$ cat src/rtl/dism_pkg.sv
package dism_pkg;
   // per-channel status pair
   typedef struct packed {
      logic bm;
      logic drv;
   } ch_sts_t;

   // bit positions of the status offset (channel 0)
   localparam int STS_DRV0_BIT = 0;
   localparam int STS_BM0_BIT  = 1;
   // bit positions of the mask offset
   localparam int MSK_DRV1_BIT  = 2;
   localparam int MSK_BM1_BIT   = 3;
   localparam int MSK_STRAP_BIT = 4;
   // write-only test register
   localparam int TST_MODE_BIT = 0;
   localparam int TST_LEG_BIT  = 1;
   localparam int TST_KEY_BIT  = 7;
endpackage

$ cat src/rtl/dism_sync.sv
module dism_sync #(
   parameter int STAGES = 2,
   parameter int W      = 1
) (
   input  logic         clk,
   input  logic         rst_n,
   input  logic [W-1:0] d,
   output logic [W-1:0] q
);
   generate
      if (STAGES == 0) begin : g_bypass
         assign q = d;
      end else begin : g_chain
         logic [W-1:0] stg [STAGES];
         always_ff @(posedge clk or negedge rst_n) begin
            if (!rst_n) begin
               for (int i = 0; i < STAGES; i++) stg[i] <= '0;
            end else begin
               stg[0] <= d;
               for (int i = 1; i < STAGES; i++) stg[i] <= stg[i-1];
            end
         end
         assign q = stg[STAGES-1];
      end
   endgenerate
endmodule

$ cat src/rtl/dism_channel.sv
module dism_channel
   import dism_pkg::*;
#(
   parameter int SYNC_STAGES = 2,
   parameter bit SET_WINS    = 1'b1
) (
   input  logic    clk,
   input  logic    rst_n,
   input  logic    drv_irq,
   input  logic    bm_set,
   input  logic    bm_clr,
   input  logic    mask,
   input  logic    pol_low,
   output ch_sts_t sts,
   output logic    host_irq
);
   logic drv_s;
   logic bm_q;
   logic active;

   dism_sync #(.STAGES(SYNC_STAGES), .W(1)) u_sync (
      .clk  (clk),
      .rst_n(rst_n),
      .d    (drv_irq),
      .q    (drv_s)
   );

   generate
      if (SET_WINS) begin : g_set_first
         always_ff @(posedge clk or negedge rst_n) begin
            if (!rst_n)      bm_q <= 1'b0;
            else if (bm_set) bm_q <= 1'b1;
            else if (bm_clr) bm_q <= 1'b0;
         end
      end else begin : g_clr_first
         always_ff @(posedge clk or negedge rst_n) begin
            if (!rst_n)      bm_q <= 1'b0;
            else if (bm_clr) bm_q <= 1'b0;
            else if (bm_set) bm_q <= 1'b1;
         end
      end
   endgenerate

   always_comb begin
      sts.drv = drv_s;
      sts.bm  = bm_q;
   end

   assign active   = (drv_s | bm_q) & ~mask;
   assign host_irq = active ^ pol_low;
endmodule

$ cat src/rtl/dism_regs.sv
module dism_regs
   import dism_pkg::*;
#(
   parameter int ADDR_W     = 2,
   parameter int DATA_W     = 8,
   parameter int NUM_CH     = 2,
   parameter int STS_OFFSET = 2,
   parameter int MSK_OFFSET = 3
) (
   input  logic                  clk,
   input  logic                  rst_n,
   input  logic [ADDR_W-1:0]     io_addr,
   input  logic                  io_wr,
   input  logic [DATA_W-1:0]     io_wdata,
   input  ch_sts_t [NUM_CH-1:0]  sts,
   input  logic                  legacy_strap,
   output logic [DATA_W-1:0]     io_rdata,
   output logic [NUM_CH-1:0]     mask,
   output logic                  test_mode,
   output logic                  legacy_mode,
   output logic                  wr_err
);
   localparam logic [ADDR_W-1:0] STS_A = ADDR_W'(STS_OFFSET);
   localparam logic [ADDR_W-1:0] MSK_A = ADDR_W'(MSK_OFFSET);

   logic hit_sts, hit_msk, key_ok;
   logic unused_wbits;

   assign hit_sts = io_wr && (io_addr == STS_A);
   assign hit_msk = io_wr && (io_addr == MSK_A);
   assign key_ok  = io_wdata[TST_KEY_BIT];
   assign unused_wbits = ^io_wdata;

   // mask register: only the mask field is writable
   always_ff @(posedge clk or negedge rst_n) begin
      if (!rst_n)       mask <= '0;
      else if (hit_msk) mask <= io_wdata[NUM_CH-1:0];
   end

   // write-only test/mode register guarded by the key bit
   always_ff @(posedge clk or negedge rst_n) begin
      if (!rst_n) begin
         test_mode   <= 1'b0;
         legacy_mode <= 1'b0;
      end else if (hit_sts && key_ok) begin
         test_mode   <= io_wdata[TST_MODE_BIT];
         legacy_mode <= io_wdata[TST_LEG_BIT];
      end
   end

   always_ff @(posedge clk or negedge rst_n) begin
      if (!rst_n) wr_err <= 1'b0;
      else        wr_err <= hit_sts && !key_ok;
   end

   // read multiplexer
   always_comb begin
      io_rdata = '0;
      if (io_addr == STS_A) begin
         io_rdata[STS_DRV0_BIT] = sts[0].drv;
         io_rdata[STS_BM0_BIT]  = sts[0].bm;
      end else if (io_addr == MSK_A) begin
         io_rdata[NUM_CH-1:0]   = mask;
         io_rdata[MSK_DRV1_BIT] = sts[1].drv;
         io_rdata[MSK_BM1_BIT]  = sts[1].bm;
         io_rdata[MSK_STRAP_BIT] = legacy_strap;
      end
   end
endmodule

$ cat src/rtl/dual_irq_status_mask.sv
module dual_irq_status_mask
   import dism_pkg::*;
#(
   parameter int ADDR_W      = 2,
   parameter int DATA_W      = 8,
   parameter int NUM_CH      = 2,
   parameter int SYNC_STAGES = 2,
   parameter int STS_OFFSET  = 2,
   parameter int MSK_OFFSET  = 3,
   parameter bit SET_WINS    = 1'b1
) (
   input  logic              clk,
   input  logic              rst_n,
   input  logic [ADDR_W-1:0] io_addr,
   input  logic              io_wr,
   input  logic [DATA_W-1:0] io_wdata,
   output logic [DATA_W-1:0] io_rdata,
   input  logic [NUM_CH-1:0] drv_irq,
   input  logic [NUM_CH-1:0] bm_set,
   input  logic [NUM_CH-1:0] bm_clr,
   input  logic [NUM_CH-1:0] pol_low,
   input  logic              legacy_strap,
   output logic [NUM_CH-1:0] host_irq,
   output logic              test_mode,
   output logic              legacy_mode,
   output logic              wr_err
);
   // elaboration-time parameter checks
   generate
      if (DATA_W != 8) begin : g_bad_data
         $error("DATA_W must be 8");
      end
      if (NUM_CH != 2) begin : g_bad_ch
         $error("NUM_CH must be 2");
      end
      if (ADDR_W < 2) begin : g_bad_addr
         $error("ADDR_W must be at least 2");
      end
      if (STS_OFFSET == MSK_OFFSET) begin : g_bad_off
         $error("status and mask offsets must differ");
      end
      if (SYNC_STAGES < 0 || SYNC_STAGES > 4) begin : g_bad_sync
         $error("SYNC_STAGES must lie in 0..4");
      end
   endgenerate

   ch_sts_t [NUM_CH-1:0] sts;
   logic    [NUM_CH-1:0] mask_q;
   logic    [NUM_CH-1:0] bm_q;

   genvar c;
   generate
      for (c = 0; c < NUM_CH; c++) begin : g_ch
         dism_channel #(
            .SYNC_STAGES(SYNC_STAGES),
            .SET_WINS   (SET_WINS)
         ) u_ch (
            .clk     (clk),
            .rst_n   (rst_n),
            .drv_irq (drv_irq[c]),
            .bm_set  (bm_set[c]),
            .bm_clr  (bm_clr[c]),
            .mask    (mask_q[c]),
            .pol_low (pol_low[c]),
            .sts     (sts[c]),
            .host_irq(host_irq[c])
         );
         assign bm_q[c] = sts[c].bm;
      end
   endgenerate

   dism_regs #(
      .ADDR_W    (ADDR_W),
      .DATA_W    (DATA_W),
      .NUM_CH    (NUM_CH),
      .STS_OFFSET(STS_OFFSET),
      .MSK_OFFSET(MSK_OFFSET)
   ) u_regs (
      .clk         (clk),
      .rst_n       (rst_n),
      .io_addr     (io_addr),
      .io_wr       (io_wr),
      .io_wdata    (io_wdata),
      .sts         (sts),
      .legacy_strap(legacy_strap),
      .io_rdata    (io_rdata),
      .mask        (mask_q),
      .test_mode   (test_mode),
      .legacy_mode (legacy_mode),
      .wr_err      (wr_err)
   );
endmodule

$ cat config.mk
export PLATFORM = sky130hd
export DESIGN_NAME = dual_irq_status_mask
export DESIGN_NICKNAME = d
export VERILOG_FILES = /design/src/rtl/dism_pkg.sv /design/src/rtl/dism_sync.sv /design/src/rtl/dism_channel.sv /design/src/rtl/dism_regs.sv /design/src/rtl/dual_irq_status_mask.sv
export SDC_FILE = /design/constraint.sdc
export NUM_CORES = 1
export LEC_CHECK = 0
export BUFFER_PORTS_ARGS = -buffer_cell sky130_fd_sc_hd__buf_4
export CAP_MARGIN = 20
export CORE_MARGIN = 2
export CORE_UTILIZATION = 42
export CTS_BUF_LIST = sky130_fd_sc_hd__clkbuf_4
export CTS_CLUSTER_DIAMETER = 100
export DETAILED_ROUTE_END_ITERATION = 6
export HOLD_SLACK_MARGIN = 0.12
export PLACE_DENSITY_LB_ADDON = 0.25
export SYNTH_ARGS = -nofsm -noshare
export SYNTH_HDL_FRONTEND = slang
export SYNTH_HIERARCHICAL = 1
export SYNTH_SLANG_ARGS = --single-unit
export TNS_END_PERCENT = 30
$ cat constraint.sdc
create_clock -name clk -period 1 [get_ports clk]
set_input_delay 0.05 -clock clk [delete_from_list [all_inputs] [get_ports clk]]
set_output_delay 0.05 -clock clk [all_outputs]
set_load 0.01 [all_outputs]
==> results of run 1 <==
## placed cells by master (no fill, tap or decap), types with 3 or more instances in the layout
cell type       n
conb_1          3
buf_6           3
buf_4          26
dfrtp_1        11
and3_2          3
mux2_4          3
clkbuf_4        4
dlygate4sd3_1  11
## worst max-delay path by stage
stage                               from           to  slack (ns)  cells past startpoint
final                     u_regs/mask[1]  io_rdata[1]       -0.16                      4
after floorplan           u_regs/mask[0]  host_irq[0]        0.17                      2
after global routing      u_regs/mask[0]  io_rdata[0]       -0.24                      4
after global placement    u_regs/mask[1]  host_irq[1]        0.11                      3
after detailed placement  u_regs/mask[1]  host_irq[1]        0.09                      3
after CTS                 u_regs/mask[1]  io_rdata[1]       -0.18                      4
## layout make-up
class,instances,area share
timing repair buffer,42,0.3906
sequential,11,0.2953
multi-input combinational,23,0.2537
clock buffer,4,0.03221
tap,15,0.02013
inverter,2,0.008054
## flip-flops by register name, summed over array words and instances (netlist names)
register,count
g_ch.u_ch/bm_q,2
g_ch.u_ch/u_sync/g_chain.stg,2
g_ch.u_ch/u_sync/q,2
u_regs/legacy_mode,1
u_regs/mask,2
u_regs/test_mode,1
u_regs/wr_err,1
## routing by layer
layer,global-route usage,up-vias,part of all wire
met1,0.1579,190,0.40
li1,-,210,-
met4,0.1250,0,0.0071
met3,0.03333,2,0.064
met5,0,-,0
met2,0.2460,16,0.52
## power groups by stage
| stage | registers, mW | logic (mW) | clock network [mW] |
|---|---|---|---|
| finish | 0.527 | 0.399 | 0.319 |
| global placement | 0.531 | 0.286 | 0 |
| detailed placement | 0.533 | 0.292 | 0 |
| CTS | 0.525 | 0.354 | 0.337 |
| floorplan | 0.534 | 0.156 | 0 |
| global route | 0.530 | 0.431 | 0.357 |
## per-stage QoR
step | cell area [um^2] | setup WS (ns)
2_1_floorplan | 564.3 | 0.1737
3_3_place_gp | 714.4 | 0.1079
3_5_place_dp | 714.4 | 0.09418
4_1_cts | 889.6 | -0.1808
5_1_grt | 932.1 | -0.2408
6_report | 932.1 | -0.1619
## worst max-delay path, stage by stage, from the launching register on
cell,delay [ns]
dfrtp_1,0.40
buf_6,0.12
mux2i_1,0.12
nor2b_1,0.06
buf_4,0.14
## kinds of logic after synthesis
| family | share of synthesized area |
|---|---|
| other | 0.006735 |
| DFF | 0.4944 |
| AOI/OAI and AO/OA | 0.06740 |
| and+or+nand+nor | 0.1416 |
| buffers and inverters | 0.1281 |
| muxes | 0.1303 |
| xor gates and xnor gates | 0.03147 |
## what timing repair did
action / in CTS / in global routing
gates cloned: 0 / 0
hold buffers: 13 / 0
endpoints found under the hold margin: 20 / 0
setup buffers: 1 / 2
setup endpoints to repair: 6 / 9
gates resized for setup: 1 / 7
pin swaps: 1 / 4
==> reports/results.tsv, run 1 <==
metric	value	unit
fillers	92	
Cells after Synth	42	
core area	1269	um^2
input/output buffers	26	
placed insts	77	
post-synthesis instance area	556.8	um^2
Comb power frac	0.321	
CP Class	flip-flop to output pin	
via-per-instance ratio	4.309	
synth top area cells	dfrtp_1, buf_4, mux2_4, nand4b_4, and3_2	
Yosys top cell area share	0.4944	
die area	1633	um^2
CTS clk-pin slew, worst paths	0.07	ns
Hold Fails Final Rpt	0	
# diodes	0	
Sequential Power Share	0.423	
CP arrival	1.11	ns
final std cells w/o fill	97	
EDFF count, synth	0	
Root Buffer	clkbuf_4	
CP Capture Type	output pin	
CTS Buf Count	3	
hold slack	0.1492	ns
status	finished, violations left	
RSZ-0062 raised after global routing	yes	
# IOs	35	
commonest cells in the netlist	dfrtp_1, buf_4, and3_2	
Clock Latency Late Sink	0.26	ns
initial antenna violation count	0	
failing checks	setup timing	
die height	40.41	um
P_leak	0.4972	nW
CP Data Required Time	0.95	ns
Total GRT Usage	0.1487	
number of global-route vias before repair	353	
H-Tree Depth	1	
Worst R2R Start	u_regs/mask[1]	
setup ws final	-0.1619	ns
DRT iter0 DRCs	1	
RR Endpoint	u_regs/mask[1]	
HPWL after DPL	700.3	um
routed len/inst	11.68	um
# nets final	105	
area occupied by multi-input gates	236.5	um^2
Die X	40.41	um
largest net degree at the start of global routing	12	
final setup TNS	-0.7764	ns
Worst setup SP type	flip-flop	
Area Overhead vs Synth	67.42	%
clock share of power	0.256	
CTS tree	done	
Initial Utilization	0.4389	
worst-case clock buffer depth	2	
layout cell share with drive strength beyond 1	0.5244	
Synth warnings	6	
Net Sw Frac	0.2436	
count leader, synth	dfrtp_1	
fin. max-slew vios	0	
total clock sinks	11	
NetSw	0.3034	mW
# setup viols final	7	
DRC viols	0	
Fin Clk Skew	0.0002139	ns
gpl congestion	0.6846	
top cell type by total area after synthesis	dfrtp_1	
Final period util	1.162	
Mean Syn Cell Area	13.26	um^2
first-pass GRT wire length	1.428	mm
Cell Pwr Density	1336	nW/um^2
ys flop type	dfrtp_1	
Storage cell area	275.3	um^2
flip-flop and latch count after synthesis	11	
Rows	13	
CP max FO	2	
internal power	0.9420	mW
Reg2Reg Depth	3	
drt pass-1 iters	2	
Max Fclk	860.7	MHz
flop2flop setup slack	-0.01	ns
post-synthesis sequential area ratio	0.4944	
Period minus WS final	1.162	ns
FFs w/ async S/R, synth	1.000	
HP Class	primary input to async pin	
max_cap viols	0	
post-synth cell types	16	
grt ovf	0	
total wire length	1.133	mm
vias	418	
post-route core utilization	0.7347	
Worst VDD drop	0.0009001	V
post-route ant nets	0	
Power Total	1.245	mW
Power figures use the tool's default switching activity.
==> run 2: changes to the inputs <==
--- a/config.mk
+++ b/config.mk
@@ -13,6 +13,7 @@
 export CTS_CLUSTER_DIAMETER = 100
 export DETAILED_ROUTE_END_ITERATION = 6
 export HOLD_SLACK_MARGIN = 0.12
+export MAX_ROUTING_LAYER = met4
 export PLACE_DENSITY_LB_ADDON = 0.25
 export SYNTH_ARGS = -nofsm -noshare
 export SYNTH_HDL_FRONTEND = slang
==> run 2 against run 1 <==
  * The flow still finishes with violations (setup timing)
  * Die area stayed put
  * Sequential cell count stayed put
  * Global-route usage is 0.43 points higher
  * Wire length is 1.1% lower
  * Clock-buffer cell count stayed put
  * Sequential share of layout area stayed put
  * Cell count stayed put
  * Critical path depth is 1 lower
  * Highest routed layer unchanged
==> reports/results.tsv, run 2 (same netlist as run 1, synthesis figures left out) <==
metric	value	unit	change
core area	1269	um^2	unchanged
worst-path cell chain	o21bai_4 > xnor2_1 > buf_4		
P_leak	0.4972	nW	unchanged
Clock Latency Late Sink	0.26	ns	about the same
fin. max-slew vios	0		unchanged
post-route core utilization	0.7347		unchanged
first-pass GRT wire length	1.428	mm	unchanged
HP Class	primary input to async pin		
Total GRT Usage	0.1529		+0.004263
drt pass-1 iters	3		+1
Crit path max-delay family	flip-flops		
Comb power frac	0.320		about the same
# setup viols final	7		unchanged
Fin Clk Skew	0.0002139	ns	-0.00000002800 ns
routed len/inst	11.56	um	-1.1%
Final period util	1.155		-0.006851
die area	1633	um^2	unchanged
post-route ant nets	0		unchanged
metal3 WL	73	um	unchanged
Hold Fails Final Rpt	0		unchanged
Max Fclk	865.8	MHz	+0.59%
max_cap viols	0		unchanged
DR WL met2	595	um	+0.51%
number of global-route vias before repair	355		+0.57%
CP Data Required Time	0.95	ns	about the same
H-Tree Depth	1		unchanged
DRC viols	0		unchanged
vias	418		unchanged
internal power	0.9420	mW	about the same
NetSw	0.3029	mW	-0.18%
CP Class	flip-flop to output pin		
pre-CTS setup slack	0.09418	ns	unchanged
Net Sw Frac	0.2433		-0.0003189
commonest non-fill, non-tap cell in the layout	buf_4		
Cell Pwr Density	1335	nW/um^2	about the same
layout cell share with drive strength beyond 1	0.5244		unchanged
Sequential Power Share	0.423		about the same
CP arrival	1.11	ns	about the same
# diodes	0		unchanged
worst-case clock buffer depth	2		unchanged
area occupied by multi-input gates	236.5	um^2	unchanged
Storage cell area	275.3	um^2	unchanged
Rows	13		unchanged
total wire length	1.121	mm	-1.1%
CP bufs+invs	1		-1
setup ws final	-0.1551	ns	+0.006851 ns
CP Capture Type	output pin		
CTS clk-pin slew, worst paths	0.07	ns	about the same
DR top layer	met4		
via-per-instance ratio	4.309		unchanged
failing checks	setup timing		
grt ovf	0		unchanged
Initial Utilization	0.4389		unchanged
Period minus WS final	1.155	ns	-0.006851 ns
# nets final	105		unchanged
CTS Buf Count	3		unchanged
CP max stage delay	0.40	ns	about the same
Metal-1 WL	444	um	-2.8%
commonest non-fill, non-tap cells in the layout	buf_4, dfrtp_1, dlygate4sd3_1		
HPWL after DPL	700.3	um	unchanged
slowest cell on the critical path	dfrtp_1		
Root Buffer	clkbuf_4		
# IOs	35		unchanged
CP max FO	2		unchanged
CTS tree	done		
gpl congestion	0.6917		+1.0%
DRT iter0 DRCs	3		+2
die height	40.41	um	unchanged
initial antenna violation count	0		unchanged
Die X	40.41	um	unchanged
clock share of power	0.256		about the same
Worst setup SP type	flip-flop		
Area Overhead vs Synth	67.42	%	unchanged
RSZ-0062 raised after global routing	yes		
total clock sinks	11		unchanged
status	finished, violations left		
Worst VDD drop	0.0008999	V	about the same
largest net degree at the start of global routing	12		unchanged
fillers	92		unchanged
input/output buffers	26		unchanged
[run 2: cell counts in the layout (fill, tap and decap cells not counted)]
Identical to the previous run, type by type.
[run 2: layer usage]
layer / GRT usage / up-vias
met1: 0.1579 / 190
met2: 0.2460 / 16
li1: - / 210
met5: - / -
met3: 0.03333 / 2
met4: 0.1250 / 0
[run 2: timing repair]
action                                  4_1_cts  5_1_grt
pin swaps                                     1        4
gates resized for setup                       1        7
hold buffers                                 13        0
gates cloned                                  0        0
buffers inserted                              1        2
endpoints found under the hold margin        20        0
endpoints found under the setup margin        6        9
[run 2: final cells by class]
type                       instances  share of cell area
sequential                        11              0.2953
tap                               15             0.02013
clock buffer                       4             0.03221
multi-input combinational         23              0.2537
timing repair buffer              42              0.3906
inverter                           2            0.008054
[run 2: final timing paths]
check,start,endpoint,slack (ns),cells after the start
worst max-delay path,u_regs/mask[1],host_irq[1],-0.16,3
worst min-delay path,rst_n,g_ch[1].u_ch/u_sync/g_chain.stg[1],0.15,2
worst max register to register,u_regs/mask[1],u_regs/mask[1],-0.01,3
worst min register to register,g_ch[1].u_ch/u_sync/g_chain.stg[1],g_ch[1].u_ch/u_sync/q,0.35,0
max in group asynchronous,rst_n,u_regs/mask[0],0.71,2
min in group clk,io_addr[0],u_regs/mask[0],0.19,3
[run 2: per-stage QoR]
| stage | cell area, um^2 | setup TNS (ns) | instances | hold slack (ns) | power (mW) |
|---|---|---|---|---|---|
| final | 932.1 | -0.7637 | 97 | 0.1494 | 1.245 |
| after global routing | 932.1 | -1.144 | 97 | 0.1627 | 1.318 |
| after CTS | 889.6 | -0.7705 | 95 | 0.1403 | 1.215 |
| after detailed placement | 714.4 | 0 | 77 | -0.1103 | 0.8246 |
| after global placement | 714.4 | 0 | 77 | -0.1109 | 0.8171 |
| after floorplan | 564.3 | 0 | 44 | -0.2456 | 0.6901 |
[run 2: power by group through the flow]
stage / logic [mW] / registers [mW] / clock network [mW]
finish: 0.399 / 0.527 / 0.319
global route: 0.431 / 0.530 / 0.357
CTS: 0.354 / 0.525 / 0.337
detailed placement: 0.292 / 0.533 / 0
global placement: 0.286 / 0.531 / 0
floorplan: 0.156 / 0.534 / 0
==> run 3: changes to the inputs <==
--- a/config.mk
+++ b/config.mk
@@ -15,6 +15,7 @@
 export HOLD_SLACK_MARGIN = 0.12
 export MAX_ROUTING_LAYER = met4
 export PLACE_DENSITY_LB_ADDON = 0.25
+export RECOVER_POWER = 25
 export SYNTH_ARGS = -nofsm -noshare
 export SYNTH_HDL_FRONTEND = slang
 export SYNTH_HIERARCHICAL = 1
==> run 3 against run 2 <==
  * Sequential cell count did not move
  * Via count fell by 0.24%
  * The run still ends with setup timing left
  * Final area fell by 0.40%
  * Clock-buffer cell count did not move
  * Highest routed layer unchanged
==> reports/results.tsv, run 3 (same netlist as run 1, synthesis figures left out) <==
metric	value	unit	change
DRC viols	0		unchanged
number of global-route vias before repair	355		unchanged
commonest non-fill, non-tap cell in the layout	buf_4		
CP Capture Type	output pin		
max_cap viols	0		unchanged
Storage cell area	275.3	um^2	unchanged
Hold Fails Final Rpt	0		unchanged
HPWL after DPL	700.3	um	unchanged
# nets final	105		unchanged
CP Class	flip-flop to output pin		
CP max FO	2		unchanged
clock share of power	0.256		about the same
routed len/inst	11.54	um	-0.18%
Power Total	1.243	mW	-0.18%
failing checks	setup timing		
pre-CTS setup slack	0.09418	ns	unchanged
total clock sinks	11		unchanged
Period minus WS final	1.155	ns	-0.0002530 ns
fin. max-slew vios	0		unchanged
CTS Buf Count	3		unchanged
CP arrival	1.10	ns	about the same
Clock Latency Late Sink	0.26	ns	about the same
vias	417		-0.24%
via-per-instance ratio	4.299		-0.24%
RSZ-0062 raised after global routing	yes		
placed insts	77		unchanged
NetSw	0.3025	mW	-0.12%
drt pass-1 iters	3		unchanged
final std cells w/o fill	97		unchanged
die height	40.41	um	unchanged
Worst VDD drop	0.0008952	V	-0.53%
worst-case clock buffer depth	2		unchanged
CTS clk-pin slew, worst paths	0.06	ns	about the same
CTS tree	done		
Fin Clk Skew	0.0002139	ns	unchanged
Root Buffer	clkbuf_4		
internal power	0.9401	mW	-0.20%
Rows	13		unchanged
HP Class	primary input to flip-flop		
Die X	40.41	um	unchanged
core area	1269	um^2	unchanged
Final period util	1.155		about the same
# IOs	35		unchanged
initial antenna violation count	0		unchanged
H-Tree Depth	1		unchanged
P_leak	0.4936	nW	-0.73%
commonest non-fill, non-tap cells in the layout	buf_4, dfrtp_1, dlygate4sd3_1		
Worst setup SP type	flip-flop		
area occupied by multi-input gates	236.5	um^2	unchanged
Max Fclk	866.0	MHz	about the same
gpl congestion	0.6917		unchanged
grt ovf	0		unchanged
input/output buffers	26		unchanged
die area	1633	um^2	unchanged
post-place instance area	714.4	um^2	unchanged
layout cell share with drive strength beyond 1	0.5122		-0.01220
Net Sw Frac	0.2435		about the same
relative slew slack	0.6294		
largest net degree at the start of global routing	12		unchanged
total wire length	1.119	mm	-0.18%
DRT iter0 DRCs	3		unchanged
setup ws final	-0.1548	ns	+0.0002530 ns
flop2flop setup slack	-0.01	ns	about the same
post-route core utilization	0.7318		-0.002959
CP Data Required Time	0.95	ns	about the same
# diodes	0		unchanged
cell area after layout	928.4	um^2	-0.40%
Initial Utilization	0.4389		unchanged
first-pass GRT wire length	1.428	mm	unchanged
Area Overhead vs Synth	66.74	%	
Cell Pwr Density	1338	nW/um^2	+0.23%
status	finished, violations left		
Total GRT Usage	0.1529		unchanged
fillers	94		+2.2%
# setup viols final	7		unchanged
Comb power frac	0.319		about the same
post-route ant nets	0		unchanged
Sequential Power Share	0.424		about the same
worst slew pin tran	0.5559	ns	
==> run 3: changes by cell type in the layout (fill, tap and decap cells not counted) <==
cell,delta
buf_4,-1
clkbuf_1,+1
==> run 3: worst max-delay path, stage by stage, from the launching register on <==
cell and delay [ns]:
dfrtp_1 0.40, o21bai_4 0.18, xnor2_1 0.13, buf_4 0.14
==> run 3: metal layers <==
metal | wire length, um | track usage | vias to the layer above
met3 | 73 | 0.03333 | 2
met2 | 595 | 0.2460 | 16
li1 | - | - | 210
met1 | 442 | 0.1579 | 189
met4 | 8 | 0.1250 | 0
met5 | 0 | - | -
==> run 3: layout make-up <==
class | count | area share
Timing Repair Buffer | 42 | 0.3881
Multi-Input combinational cell | 23 | 0.2547
Tap cell | 15 | 0.02022
Inverter | 2 | 0.008086
Clock buffer | 4 | 0.03235
Sequential cell | 11 | 0.2965
==> run 3: timing repair <==
| action | in CTS | in global routing |
|---|---|---|
| resized for setup | 1 | 7 |
| setup endpoints to repair | 6 | 9 |
| buffers inserted | 1 | 2 |
| hold endpoints to repair | 20 | 0 |
| hold buffers | 13 | 0 |
| pin swaps | 1 | 4 |
==> run 3: stage by stage <==
stage	TNS, ns	hold WS [ns]
finish	-0.7622	0.1855
global route	-1.144	0.1769
floorplan	0	-0.2456
detailed placement	0	-0.1103
global placement	0	-0.1109
CTS	-0.7705	0.1403
==> run 3: final timing paths <==
check                                                   start                                 end  depth (start not counted)
max in group asynchronous                               rst_n                      u_regs/mask[0]                          2
min                                                io_addr[0]                      u_regs/mask[0]                          3
min reg2reg                g_ch[1].u_ch/u_sync/g_chain.stg[1]               g_ch[1].u_ch/u_sync/q                          0
max                                            u_regs/mask[1]                         host_irq[1]                          3
min in group asynchronous                               rst_n  g_ch[1].u_ch/u_sync/g_chain.stg[1]                          2
max reg2reg                                    u_regs/mask[1]                      u_regs/mask[1]                          3
==> run 3: power by group through the flow <==
stage          clock (mW)  combinational, mW  sequential [mW]
3_5_place_dp            0              0.292            0.533
6_report            0.319              0.397            0.527
2_1_floorplan           0              0.156            0.534
4_1_cts             0.337              0.354            0.525
3_3_place_gp            0              0.286            0.531
5_1_grt             0.357              0.429            0.530
